## config.mk

```make
export PLATFORM = sky130hd
export DESIGN_NAME = hdr_tag_port
export DESIGN_NICKNAME = d
export VERILOG_FILES = /design/src/rtl/hdr_tag_pkg.sv /design/src/rtl/tag_tx_insert.sv /design/src/rtl/tag_rx_strip.sv /design/src/rtl/hdr_tag_port.sv
export SDC_FILE = /design/constraint.sdc
export NUM_CORES = 1
export LEC_CHECK = 0
export BUFFER_PORTS_ARGS = -buffer_cell sky130_fd_sc_hd__buf_2
export CAP_MARGIN = 20
export CORE_UTILIZATION = 46
export CTS_CLUSTER_DIAMETER = 60
export DETAILED_ROUTE_END_ITERATION = 7
export PLACE_DENSITY = 0.92
export REMOVE_ABC_BUFFERS = 1
export SLEW_MARGIN = 0
export SYNTH_ARGS = -nofsm -noshare
export SYNTH_HDL_FRONTEND = slang
export SYNTH_HIERARCHICAL = 1
export SYNTH_SLANG_ARGS = --single-unit
```

## constraint.sdc

```tcl
create_clock -name clk -period 4.25 [get_ports clk]
set_input_delay 0.425 -clock clk [delete_from_list [all_inputs] [get_ports clk]]
set_output_delay 0.425 -clock clk [all_outputs]
set_load 0.02 [all_outputs]
```

## src/rtl/hdr_tag_pkg.sv

```systemverilog
package hdr_tag_pkg;
  localparam int BYTE_W = 8;
  localparam int PORT_W = 4;
  localparam int PRIO_W = 2;
  localparam int TYPE_W = 3;
  localparam int TAG_W  = 2 * BYTE_W;
  localparam logic [1:0] TAG_VERSION = 2'b01;
  localparam logic [1:0] TAG_RSV_TX  = 2'b11;

  typedef struct packed {
    logic [1:0]        ver;
    logic [PRIO_W-1:0] prio;
    logic              rsv_hi;
    logic [TYPE_W-1:0] kind;
    logic              bcast;
    logic              from_cpu;
    logic [1:0]        rsv_lo;
    logic [PORT_W-1:0] port;
  } tag_t;

  typedef enum logic [1:0] {TX_LO, TX_HI, TX_BODY} tx_st_e;
  typedef enum logic [1:0] {RX_LO, RX_HI, RX_PASS, RX_DROP} rx_st_e;
endpackage

```

## src/rtl/tag_tx_insert.sv

```systemverilog
module tag_tx_insert
  import hdr_tag_pkg::*;
(
  input  logic              clk,
  input  logic              rst_n,
  input  logic [BYTE_W-1:0] s_tdata,
  input  logic              s_tvalid,
  output logic              s_tready,
  input  logic              s_tlast,
  input  logic [PORT_W-1:0] dest_port,
  output logic [BYTE_W-1:0] m_tdata,
  output logic              m_tvalid,
  input  logic              m_tready,
  output logic              m_tlast
);
  tx_st_e st_q, st_d;
  tag_t   tag;

  always_comb begin
    tag          = '0;
    tag.ver      = TAG_VERSION;
    tag.from_cpu = 1'b1;
    tag.rsv_lo   = TAG_RSV_TX;
    tag.port     = dest_port;
  end

  always_comb begin
    st_d     = st_q;
    s_tready = 1'b0;
    m_tvalid = 1'b0;
    m_tlast  = 1'b0;
    m_tdata  = s_tdata;
    case (st_q)
      TX_LO: begin
        m_tvalid = s_tvalid;
        m_tdata  = tag[BYTE_W-1:0];
        if (s_tvalid && m_tready) st_d = TX_HI;
      end
      TX_HI: begin
        m_tvalid = 1'b1;
        m_tdata  = tag[TAG_W-1:BYTE_W];
        if (m_tready) st_d = TX_BODY;
      end
      default: begin
        m_tvalid = s_tvalid;
        s_tready = m_tready;
        m_tlast  = s_tlast;
        if (s_tvalid && m_tready && s_tlast) st_d = TX_LO;
      end
    endcase
  end

  always_ff @(posedge clk or negedge rst_n) begin
    if (!rst_n) st_q <= TX_LO;
    else        st_q <= st_d;
  end

  // checker state: where the output stream is within a frame
  logic m_fire, s_fire, sof_q, snd_q;
  assign m_fire = m_tvalid && m_tready;
  assign s_fire = s_tvalid && s_tready;

  always_ff @(posedge clk or negedge rst_n) begin
    if (!rst_n) begin
      sof_q <= 1'b1;
      snd_q <= 1'b0;
    end else if (m_fire) begin
      sof_q <= m_tlast;
      snd_q <= sof_q;
    end
  end

  assert_tag_lead_R1: assert property (@(posedge clk) disable iff (!rst_n)
    (m_fire && sof_q) |-> (m_tdata == {4'h7, dest_port} && !m_tlast));
  assert_tag_second_R2: assert property (@(posedge clk) disable iff (!rst_n)
    (m_fire && snd_q) |-> (m_tdata == 8'h40 && !m_tlast));
  assert_no_intake_in_tag_R3: assert property (@(posedge clk) disable iff (!rst_n)
    (sof_q || snd_q) |-> !s_fire);
  assert_tx_hold_R11: assert property (@(posedge clk) disable iff (!rst_n)
    (m_tvalid && !m_tready) |=> (m_tvalid && $stable(m_tdata)));
endmodule

```

## src/rtl/tag_rx_strip.sv

```systemverilog
module tag_rx_strip
  import hdr_tag_pkg::*;
(
  input  logic              clk,
  input  logic              rst_n,
  input  logic [BYTE_W-1:0] s_tdata,
  input  logic              s_tvalid,
  output logic              s_tready,
  input  logic              s_tlast,
  output logic [BYTE_W-1:0] m_tdata,
  output logic              m_tvalid,
  input  logic              m_tready,
  output logic              m_tlast,
  output logic [PORT_W-1:0] src_port,
  output logic [PRIO_W-1:0] prio,
  output logic [TYPE_W-1:0] kind,
  output logic              bcast
);
  rx_st_e            st_q, st_d;
  logic [BYTE_W-1:0] lo_q;
  logic              lo_en, side_en, hdr_ok;
  tag_t              tag;

  assign tag    = {s_tdata, lo_q};
  assign hdr_ok = (tag.ver == TAG_VERSION) && !tag.from_cpu;

  always_comb begin
    st_d     = st_q;
    lo_en    = 1'b0;
    side_en  = 1'b0;
    s_tready = 1'b1;
    m_tvalid = 1'b0;
    m_tlast  = 1'b0;
    m_tdata  = s_tdata;
    case (st_q)
      RX_LO: begin
        if (s_tvalid) begin
          lo_en = 1'b1;
          if (!s_tlast) st_d = RX_HI;
        end
      end
      RX_HI: begin
        if (s_tvalid) begin
          if (s_tlast) st_d = RX_LO;
          else if (hdr_ok) begin
            side_en = 1'b1;
            st_d    = RX_PASS;
          end else st_d = RX_DROP;
        end
      end
      RX_PASS: begin
        m_tvalid = s_tvalid;
        s_tready = m_tready;
        m_tlast  = s_tlast;
        if (s_tvalid && m_tready && s_tlast) st_d = RX_LO;
      end
      default: begin
        if (s_tvalid && s_tlast) st_d = RX_LO;
      end
    endcase
  end

  always_ff @(posedge clk or negedge rst_n) begin
    if (!rst_n) begin
      st_q     <= RX_LO;
      lo_q     <= '0;
      src_port <= '0;
      prio     <= '0;
      kind     <= '0;
      bcast    <= 1'b0;
    end else begin
      st_q <= st_d;
      if (lo_en) lo_q <= s_tdata;
      if (side_en) begin
        src_port <= tag.port;
        prio     <= tag.prio;
        kind     <= tag.kind;
        bcast    <= tag.bcast;
      end
    end
  end

  // checker: independent record of the first two input bytes of a frame
  logic [1:0]        beat_q;
  logic [BYTE_W-1:0] chk_lo_q, chk_hi_q;
  logic              s_fire;
  assign s_fire = s_tvalid && s_tready;

  always_ff @(posedge clk or negedge rst_n) begin
    if (!rst_n) begin
      beat_q   <= 2'd0;
      chk_lo_q <= '0;
      chk_hi_q <= '0;
    end else if (s_fire) begin
      if (beat_q == 2'd0) chk_lo_q <= s_tdata;
      if (beat_q == 2'd1) chk_hi_q <= s_tdata;
      if (s_tlast)             beat_q <= 2'd0;
      else if (beat_q != 2'd2) beat_q <= beat_q + 2'd1;
    end
  end

  assert_payload_after_tag_R5: assert property (@(posedge clk) disable iff (!rst_n)
    m_tvalid |-> (beat_q == 2'd2));
  assert_side_match_R6: assert property (@(posedge clk) disable iff (!rst_n)
    m_tvalid |-> (src_port == chk_lo_q[3:0] && bcast == chk_lo_q[7] &&
                  prio == chk_hi_q[5:4] && kind == chk_hi_q[2:0]));
  assert_bad_version_R7: assert property (@(posedge clk) disable iff (!rst_n)
    m_tvalid |-> (chk_hi_q[7:6] == 2'b01));
  assert_from_cpu_R8: assert property (@(posedge clk) disable iff (!rst_n)
    m_tvalid |-> !chk_lo_q[6]);
  assert_rx_hold_R11: assert property (@(posedge clk) disable iff (!rst_n)
    (m_tvalid && !m_tready) |=> (m_tvalid && $stable(m_tdata)));
endmodule

```

## src/rtl/hdr_tag_port.sv

```systemverilog
module hdr_tag_port
  import hdr_tag_pkg::*;
(
  input  logic              clk,
  input  logic              rst_n,
  input  logic [BYTE_W-1:0] tx_s_tdata,
  input  logic              tx_s_tvalid,
  output logic              tx_s_tready,
  input  logic              tx_s_tlast,
  input  logic [PORT_W-1:0] tx_dest_port,
  output logic [BYTE_W-1:0] tx_m_tdata,
  output logic              tx_m_tvalid,
  input  logic              tx_m_tready,
  output logic              tx_m_tlast,
  input  logic [BYTE_W-1:0] rx_s_tdata,
  input  logic              rx_s_tvalid,
  output logic              rx_s_tready,
  input  logic              rx_s_tlast,
  output logic [BYTE_W-1:0] rx_m_tdata,
  output logic              rx_m_tvalid,
  input  logic              rx_m_tready,
  output logic              rx_m_tlast,
  output logic [PORT_W-1:0] rx_src_port,
  output logic [PRIO_W-1:0] rx_prio,
  output logic [TYPE_W-1:0] rx_type,
  output logic              rx_bcast
);
  tag_tx_insert u_tx (
    .clk(clk), .rst_n(rst_n),
    .s_tdata(tx_s_tdata), .s_tvalid(tx_s_tvalid), .s_tready(tx_s_tready), .s_tlast(tx_s_tlast),
    .dest_port(tx_dest_port),
    .m_tdata(tx_m_tdata), .m_tvalid(tx_m_tvalid), .m_tready(tx_m_tready), .m_tlast(tx_m_tlast)
  );

  tag_rx_strip u_rx (
    .clk(clk), .rst_n(rst_n),
    .s_tdata(rx_s_tdata), .s_tvalid(rx_s_tvalid), .s_tready(rx_s_tready), .s_tlast(rx_s_tlast),
    .m_tdata(rx_m_tdata), .m_tvalid(rx_m_tvalid), .m_tready(rx_m_tready), .m_tlast(rx_m_tlast),
    .src_port(rx_src_port), .prio(rx_prio), .kind(rx_type), .bcast(rx_bcast)
  );
endmodule

```

==> results of run 1 <==
power breakdown:
group / internal (mW) / switching, mW / leakage (nW)
sequential: 0.271 / 0.0724 / 0.254
clock: 0.0330 / 0.0514 / 0.0138
combinational: 0.198 / 0.211 / 0.468
total: 0.502 / 0.335 / 0.736
per-stage QoR:
step / area, sq um / utilization [%] / total power, mW / setup slack (ns)
after detailed placement: 1290 / 63.1 / 0.760 / 2.18
final: 1310 / 64.2 / 0.837 / 2.34
after global routing: 1310 / 64.2 / 0.894 / 2.27
after global placement: 1290 / 63.1 / 0.739 / 2.21
after CTS: 1310 / 64.2 / 0.847 / 2.33
after floorplan: 960 / - / 0.614 / 2.40
worst max-delay path, cell delays in order (launching register included):
cell and delay (ns):
dfrtp_1 0.38, and4bb_1 0.28, or4b_1 0.74, mux2_4 0.40
synthesized netlist by cell type, types with 2 or more instances:
cell	n	share of area, %
dfrtp_1	20	48
a21o_1	2	1.4
mux2_4	10	14
buf_6	2	2.2
a22o_1	3	2.5
o21ai_1	2	0.96
nand2_1	2	0.72
buf_4	8	5.8
mux2_2	6	6.5
nor2b_1	2	1.2
nand2b_1	5	3.0
and2_1	5	3.0
flip-flops by register name, indices dropped and copies added (netlist names):
register / flops
u_rx/lo_q: 6
u_rx/src_port: 4
u_rx/kind: 3
u_rx/prio: 2
u_rx/st_q: 2
u_tx/st_q: 2
u_rx/bcast: 1
logic make-up (layout without fill, tap and decap cells):
family	Yosys count	after routing	share of synthesized area, %
AO/OA/AOI/OAI	12	12	8.16
buffers and inverters	11	63	8.28
flip-flops	20	20	48.0
multiplexers	16	16	20.9
AND/OR/NAND/NOR	23	23	14.6
area by class of cell:
type | count | area (sq um)
clock buffers | 3 | 22.5
multi-input cells | 51 | 455
well taps | 27 | 33.8
fillers | 182 | 731
inverters | 1 | 3.75
flip-flops and latches | 20 | 500
repair buffers | 59 | 295
worst paths after layout:
| path | startpoint | slack [ns] | depth (start not counted) | endpoint |
|---|---|---|---|---|
| min reg2reg | u_rx/lo_q[0]$_DFFE_PN0P_ | 0.52 | 1 | u_rx/src_port[0]$_DFFE_PN0P_ |
| max in group asynchronous | rst_n | 3.91 | 1 | u_rx/bcast$_DFFE_PN0P_ |
| max | u_rx/lo_q[6]$_DFFE_PN0P_ | 2.34 | 3 | u_rx/bcast$_DFFE_PN0P_ |
| max reg2reg | u_rx/lo_q[6]$_DFFE_PN0P_ | 2.34 | 3 | u_rx/bcast$_DFFE_PN0P_ |
| min | rst_n | 0.05 | 1 | u_rx/kind[2]$_DFFE_PN0P_ |
| min in group clk | rx_s_tvalid | 0.36 | 2 | u_rx/st_q[1]$_DFFE_PN0P_ |
layer usage:
| layer | up-vias | track usage (%) |
|---|---|---|
| met5 | - | 0 |
| met4 | 0 | 7.14 |
| met3 | 5 | 5.25 |
| met2 | 52 | 31.1 |
| met1 | 370 | 18.1 |
| li1 | 389 | - |
==> impl_metrics.env, run 1 <==
export IMPL_synthCells=82
export IMPL_period_share_pct=44.9
export IMPL_fin_crit_ns=1.91
export IMPL_clk_root_buffer_cell="clkbuf_4"
export IMPL_path_class="reg -> reg"
export IMPL_endpoint_kind="flop"
export IMPL_vias_per_cell=5.07
export IMPL_critPathLaunchType="flop"
export IMPL_drive_gt1_share_pct=60.4
export IMPL_p_per_area_nw_per_um2=638
export IMPL_ys_async_sr_fraction_pct=100
export IMPL_final_hold_viol_count=0
export IMPL_hold_ws_ns=0.0495
export IMPL_nNetsFinal=164
export IMPL_layout_cells_non_filler=161
export IMPL_num_rows=16
export IMPL_ys_flop_type="dfrtp_1"
export IMPL_drt_wl_total_mm=1.94
export IMPL_cts_hold_buf=0
export IMPL_ios=60
export IMPL_gp_congestion=0.755
export IMPL_grt_pass1_wl_mm=3.14
export IMPL_finClkSkew_ns=0.00252
export IMPL_numCtsBuffers=3
export IMPL_drv_slew=0
export IMPL_clock_latency_ns=0.29
export IMPL_syn2layout_area_growth_pct=25.8
export IMPL_total_leakage_power_nw=0.736
export IMPL_tightest_slew_ns=0.869
export IMPL_postRouteAntennaNets=0
export IMPL_synth_avg_cell_area_sq_um=12.7
export IMPL_syn_cell_area_sq_um=1040
export IMPL_layout_commonest_cell="buf_2"
export IMPL_num_antenna_cells=0
export IMPL_status="finished, final reports clean"
export IMPL_wl_per_cell_um=12.0
export IMPL_cts_tree="done"
export IMPL_hp_class="in -> async"
export IMPL_grt_ovfl_total=0
export IMPL_rsz0062_at_grt="no"
export IMPL_ys_seq_area_share_pct=48.0
export IMPL_met1_length_um=801
export IMPL_ys_ff_latch=20
export IMPL_dp_cells=158
export IMPL_postCtsSetupRepairBufs=0
export IMPL_htreeDepth=1
export IMPL_route_top_layer_used="met4"
export IMPL_die_x_um=49.6
export IMPL_yosysUniqueCellTypes=27
export IMPL_die_h_um=49.6
export IMPL_clk_path_buf_depth=2
export IMPL_core_area_sq_um=2040
export IMPL_wl_met2_um=923
export IMPL_initial_core_util_pct=51.0
export IMPL_cp_arrival_ns=2.09
export IMPL_cts_resized_gates=0
export IMPL_grt_pass1_vias=755
export IMPL_finalSetupViolations=0
export IMPL_drt_iter0_drc=5
export IMPL_drc=0
export IMPL_port_buffers=59
export IMPL_max_cap_viol_count=0
export IMPL_slew_headroom_pct=41.6
export IMPL_irDropWorstVdd_mv=0.427
export IMPL_dieArea_sq_um=2460
export IMPL_fmax_mhz=524
export IMPL_num_vias=816
export IMPL_wl_met3_um=184
export IMPL_hpwl_mm=1.58
export IMPL_crit_fanout=10
export IMPL_grt_max_degree=21
export IMPL_synth_edf_count=0
export IMPL_clk_pin_slew_ns=0.10
export IMPL_tns_ns=0
export IMPL_cp_required_ns=4.43
export IMPL_final_cell_mix="59 x buf_2, 20 x dfrtp_1, 10 x mux2_4, 6 x mux2_2"
export IMPL_antenna_found_initial=0
export IMPL_first_pass_iters=4
export IMPL_cts_sinks=20
export IMPL_ys_warn_count=6
export IMPL_grt_total_usage_pct=17.2
(Power assumes the default switching activity.)
==> inputs of run 2 (changes only) <==
--- a/config.mk
+++ b/config.mk
@@ -7,10 +7,10 @@
 export LEC_CHECK = 0
 export BUFFER_PORTS_ARGS = -buffer_cell sky130_fd_sc_hd__buf_2
 export CAP_MARGIN = 20
-export CORE_UTILIZATION = 46
+export CORE_UTILIZATION = 39
 export CTS_CLUSTER_DIAMETER = 60
 export DETAILED_ROUTE_END_ITERATION = 7
-export PLACE_DENSITY = 0.92
+export PLACE_DENSITY = 0.84
 export REMOVE_ABC_BUFFERS = 1
 export SLEW_MARGIN = 0
 export SYNTH_ARGS = -nofsm -noshare
==> constraint.sdc (replaced) <==
create_clock -name clk -period 1.5 [get_ports clk]
set_input_delay 0.15 -clock clk [delete_from_list [all_inputs] [get_ports clk]]
set_output_delay 0.15 -clock clk [all_outputs]
set_load 0.02 [all_outputs]
==> impl_metrics.env, run 2 (synthesis results as in run 1) <==
export IMPL_drive_gt1_share_pct=65.8
export IMPL_initial_core_util_pct=41.7
export IMPL_nNetsFinal=178
export IMPL_irDropWorstVdd_mv=1.10
export IMPL_hpwl_mm=1.65
export IMPL_clk_root_buffer_cell="clkbuf_4"
export IMPL_slew_headroom_pct=70.2
export IMPL_drc=0
export IMPL_p_switching_mw=1.02
export IMPL_tns_ns=-1.81
export IMPL_largest_reg_flops=6
export IMPL_fillers=214
export IMPL_finClkSkew_ns=0.0122
export IMPL_core_area_sq_um=2500
export IMPL_combPwrFrac_pct=50.7
export IMPL_hp_class="in -> reg"
export IMPL_cts_tree="done"
export IMPL_numCtsBuffers=3
export IMPL_critPathLaunchType="flop"
export IMPL_globalRouteMet3Util_pct=3.39
export IMPL_syn2layout_area_growth_pct=41.8
export IMPL_final_cell_mix="58 x buf_2, 19 x dfrtp_1, 10 x buf_4, 10 x mux2_4, 6 x mux2_2"
export IMPL_max_stage_delay_ns=0.49
export IMPL_total_leakage_power_nw=0.825
export IMPL_layout_cells_non_filler=179
export IMPL_cp_arrival_ns=1.89
export IMPL_num_antenna_cells=0
export IMPL_internal_power_mw=1.76
export IMPL_grt_use_met1_pct=19.1
export IMPL_endpoint_kind="flop"
export IMPL_finalInstanceArea_sq_um=1480
export IMPL_place_area_sq_um=1330
export IMPL_die_x_um=53.7
export IMPL_port_buffers=59
export IMPL_gp_congestion=0.732
export IMPL_max_cap_viol_count=0
export IMPL_tightest_slew_ns=0.447
export IMPL_grt_pass1_vias=791
export IMPL_wl_per_cell_um=12.6
export IMPL_finalSetupViolations=10
export IMPL_path_class="reg -> reg"
export IMPL_regArea_sq_um=502
export IMPL_grt_total_usage_pct=16.8
export IMPL_fmax_mhz=588
export IMPL_dieArea_sq_um=2880
export IMPL_cts_sinks=20
export IMPL_finalCoreUtilization_pct=59.1
export IMPL_grt_max_degree=21
export IMPL_postRouteAntennaNets=0
export IMPL_cp_required_ns=1.69
export IMPL_final_hold_viol_count=0
export IMPL_grt_busiest_layer="met2"
export IMPL_layout_commonest_cell="buf_2"
export IMPL_swShare_pct=36.7
export IMPL_clk_pin_slew_ns=0.12
export IMPL_grt_pass1_wl_mm=3.37
export IMPL_antenna_found_initial=0
export IMPL_rsz0062_at_grt="yes"
export IMPL_first_pass_iters=3
export IMPL_regMostFlops="u_rx/lo_q"
export IMPL_vias_per_cell=4.89
export IMPL_clock_latency_ns=0.30
export IMPL_clkPwrFrac_pct=15.7
export IMPL_htreeDepth=1
export IMPL_use_met2_pct=29.2
export IMPL_crit_fanout=5
export IMPL_drt_iter0_drc=3
export IMPL_period_share_pct=113
export IMPL_ios=60
export IMPL_fin_crit_ns=1.70
export IMPL_drt_wl_total_mm=2.26
export IMPL_multi_input_area_sq_um=462
export IMPL_clk_path_buf_depth=2
export IMPL_setup_slack_ns=-0.200
export IMPL_num_rows=18
export IMPL_crit_slowest_cell="or4b_4"
export IMPL_dp_cells=166
export IMPL_p_per_area_nw_per_um2=1880
export IMPL_violations="setup timing"
export IMPL_die_h_um=53.7
export IMPL_grt_ovfl_total=0
export IMPL_pwr_share_seq_pct=33.6
export IMPL_hold_ws_ns=0.0844
export IMPL_cp_cell_sequence="and4bb_1 -> or4b_4 -> buf_6 -> mux2_4"
export IMPL_num_vias=875
export IMPL_drv_slew=0
export IMPL_status="finished, violations left"
export IMPL_reg_top3="u_rx/lo_q x6, u_rx/src_port x4, u_rx/kind x3"
## run 2: what timing repair did
item                       in CTS  in global routing
gates cloned                    1                  0
hold endpoints to repair       20                  0
pin swaps                       1                  0
buffers inserted                2                  5
hold buffers                    1                  0
gates resized for setup         5                  5
setup endpoints to repair      15                 17
## run 2: cell type report
| class | count | area share, % |
|---|---|---|
| Multi-Input combinational cell | 51 | 31.2 |
| Sequential cell | 20 | 34.0 |
| Timing Repair Buffer | 73 | 28.5 |
| Inverter | 1 | 0.254 |
| Clock inverter | 1 | 2.03 |
| Tap cell | 30 | 2.54 |
| Clock buffer | 3 | 1.52 |
## run 2: metrics by stage
stage / setup slack (ns) / power [mW]
floorplan: -0.301 / 1.74
global placement: -0.178 / 2.14
detailed placement: -0.229 / 2.20
CTS: -0.193 / 2.68
global route: -0.239 / 2.96
finish: -0.200 / 2.78
## run 2: path summary, 6_finish.rpt
check | start | to | slack [ns] | cells past startpoint
max | u_rx/lo_q[6]$_DFFE_PN0P_ | u_rx/src_port[3]$_DFFE_PN0P_ | -0.20 | 4
min | rx_s_tdata[5] | u_rx/prio[1]$_DFFE_PN0P_ | 0.08 | 2
max reg2reg | u_rx/lo_q[6]$_DFFE_PN0P_ | u_rx/src_port[3]$_DFFE_PN0P_ | -0.20 | 4
min reg2reg | u_rx/lo_q[0]$_DFFE_PN0P_ | u_rx/src_port[0]$_DFFE_PN0P_ | 0.51 | 1
max in group asynchronous | rst_n | u_tx/st_q[1]$_DFFE_PN0P_ | 0.84 | 2
min in group asynchronous | rst_n | u_rx/kind[1]$_DFFE_PN0P_ | 0.31 | 2
## run 2: critical path, delay by kind of cell, from the launching register on
kind | cells | cell delay [ns]
buffers and inverters | 1 | 0.16
multiplexers | 1 | 0.29
flip-flops | 1 | 0.39
AND/OR/NAND/NOR | 2 | 0.75
## run 2: power groups by stage
stage	Sequential, mW	Clock, mW	Combinational (mW)
2_1_floorplan	1.06	0	0.679
3_3_place_gp	0.945	0	1.20
3_5_place_dp	0.961	0	1.24
4_1_cts	0.957	0.450	1.27
5_1_grt	0.965	0.475	1.52
6_report	0.933	0.437	1.41
## run 2: routing by layer
metal | up-vias | part of all wire, %
li1 | 415 | -
met4 | 0 | 0.71
met2 | 51 | 49
met1 | 407 | 43
met3 | 2 | 7.8
met5 | - | 0
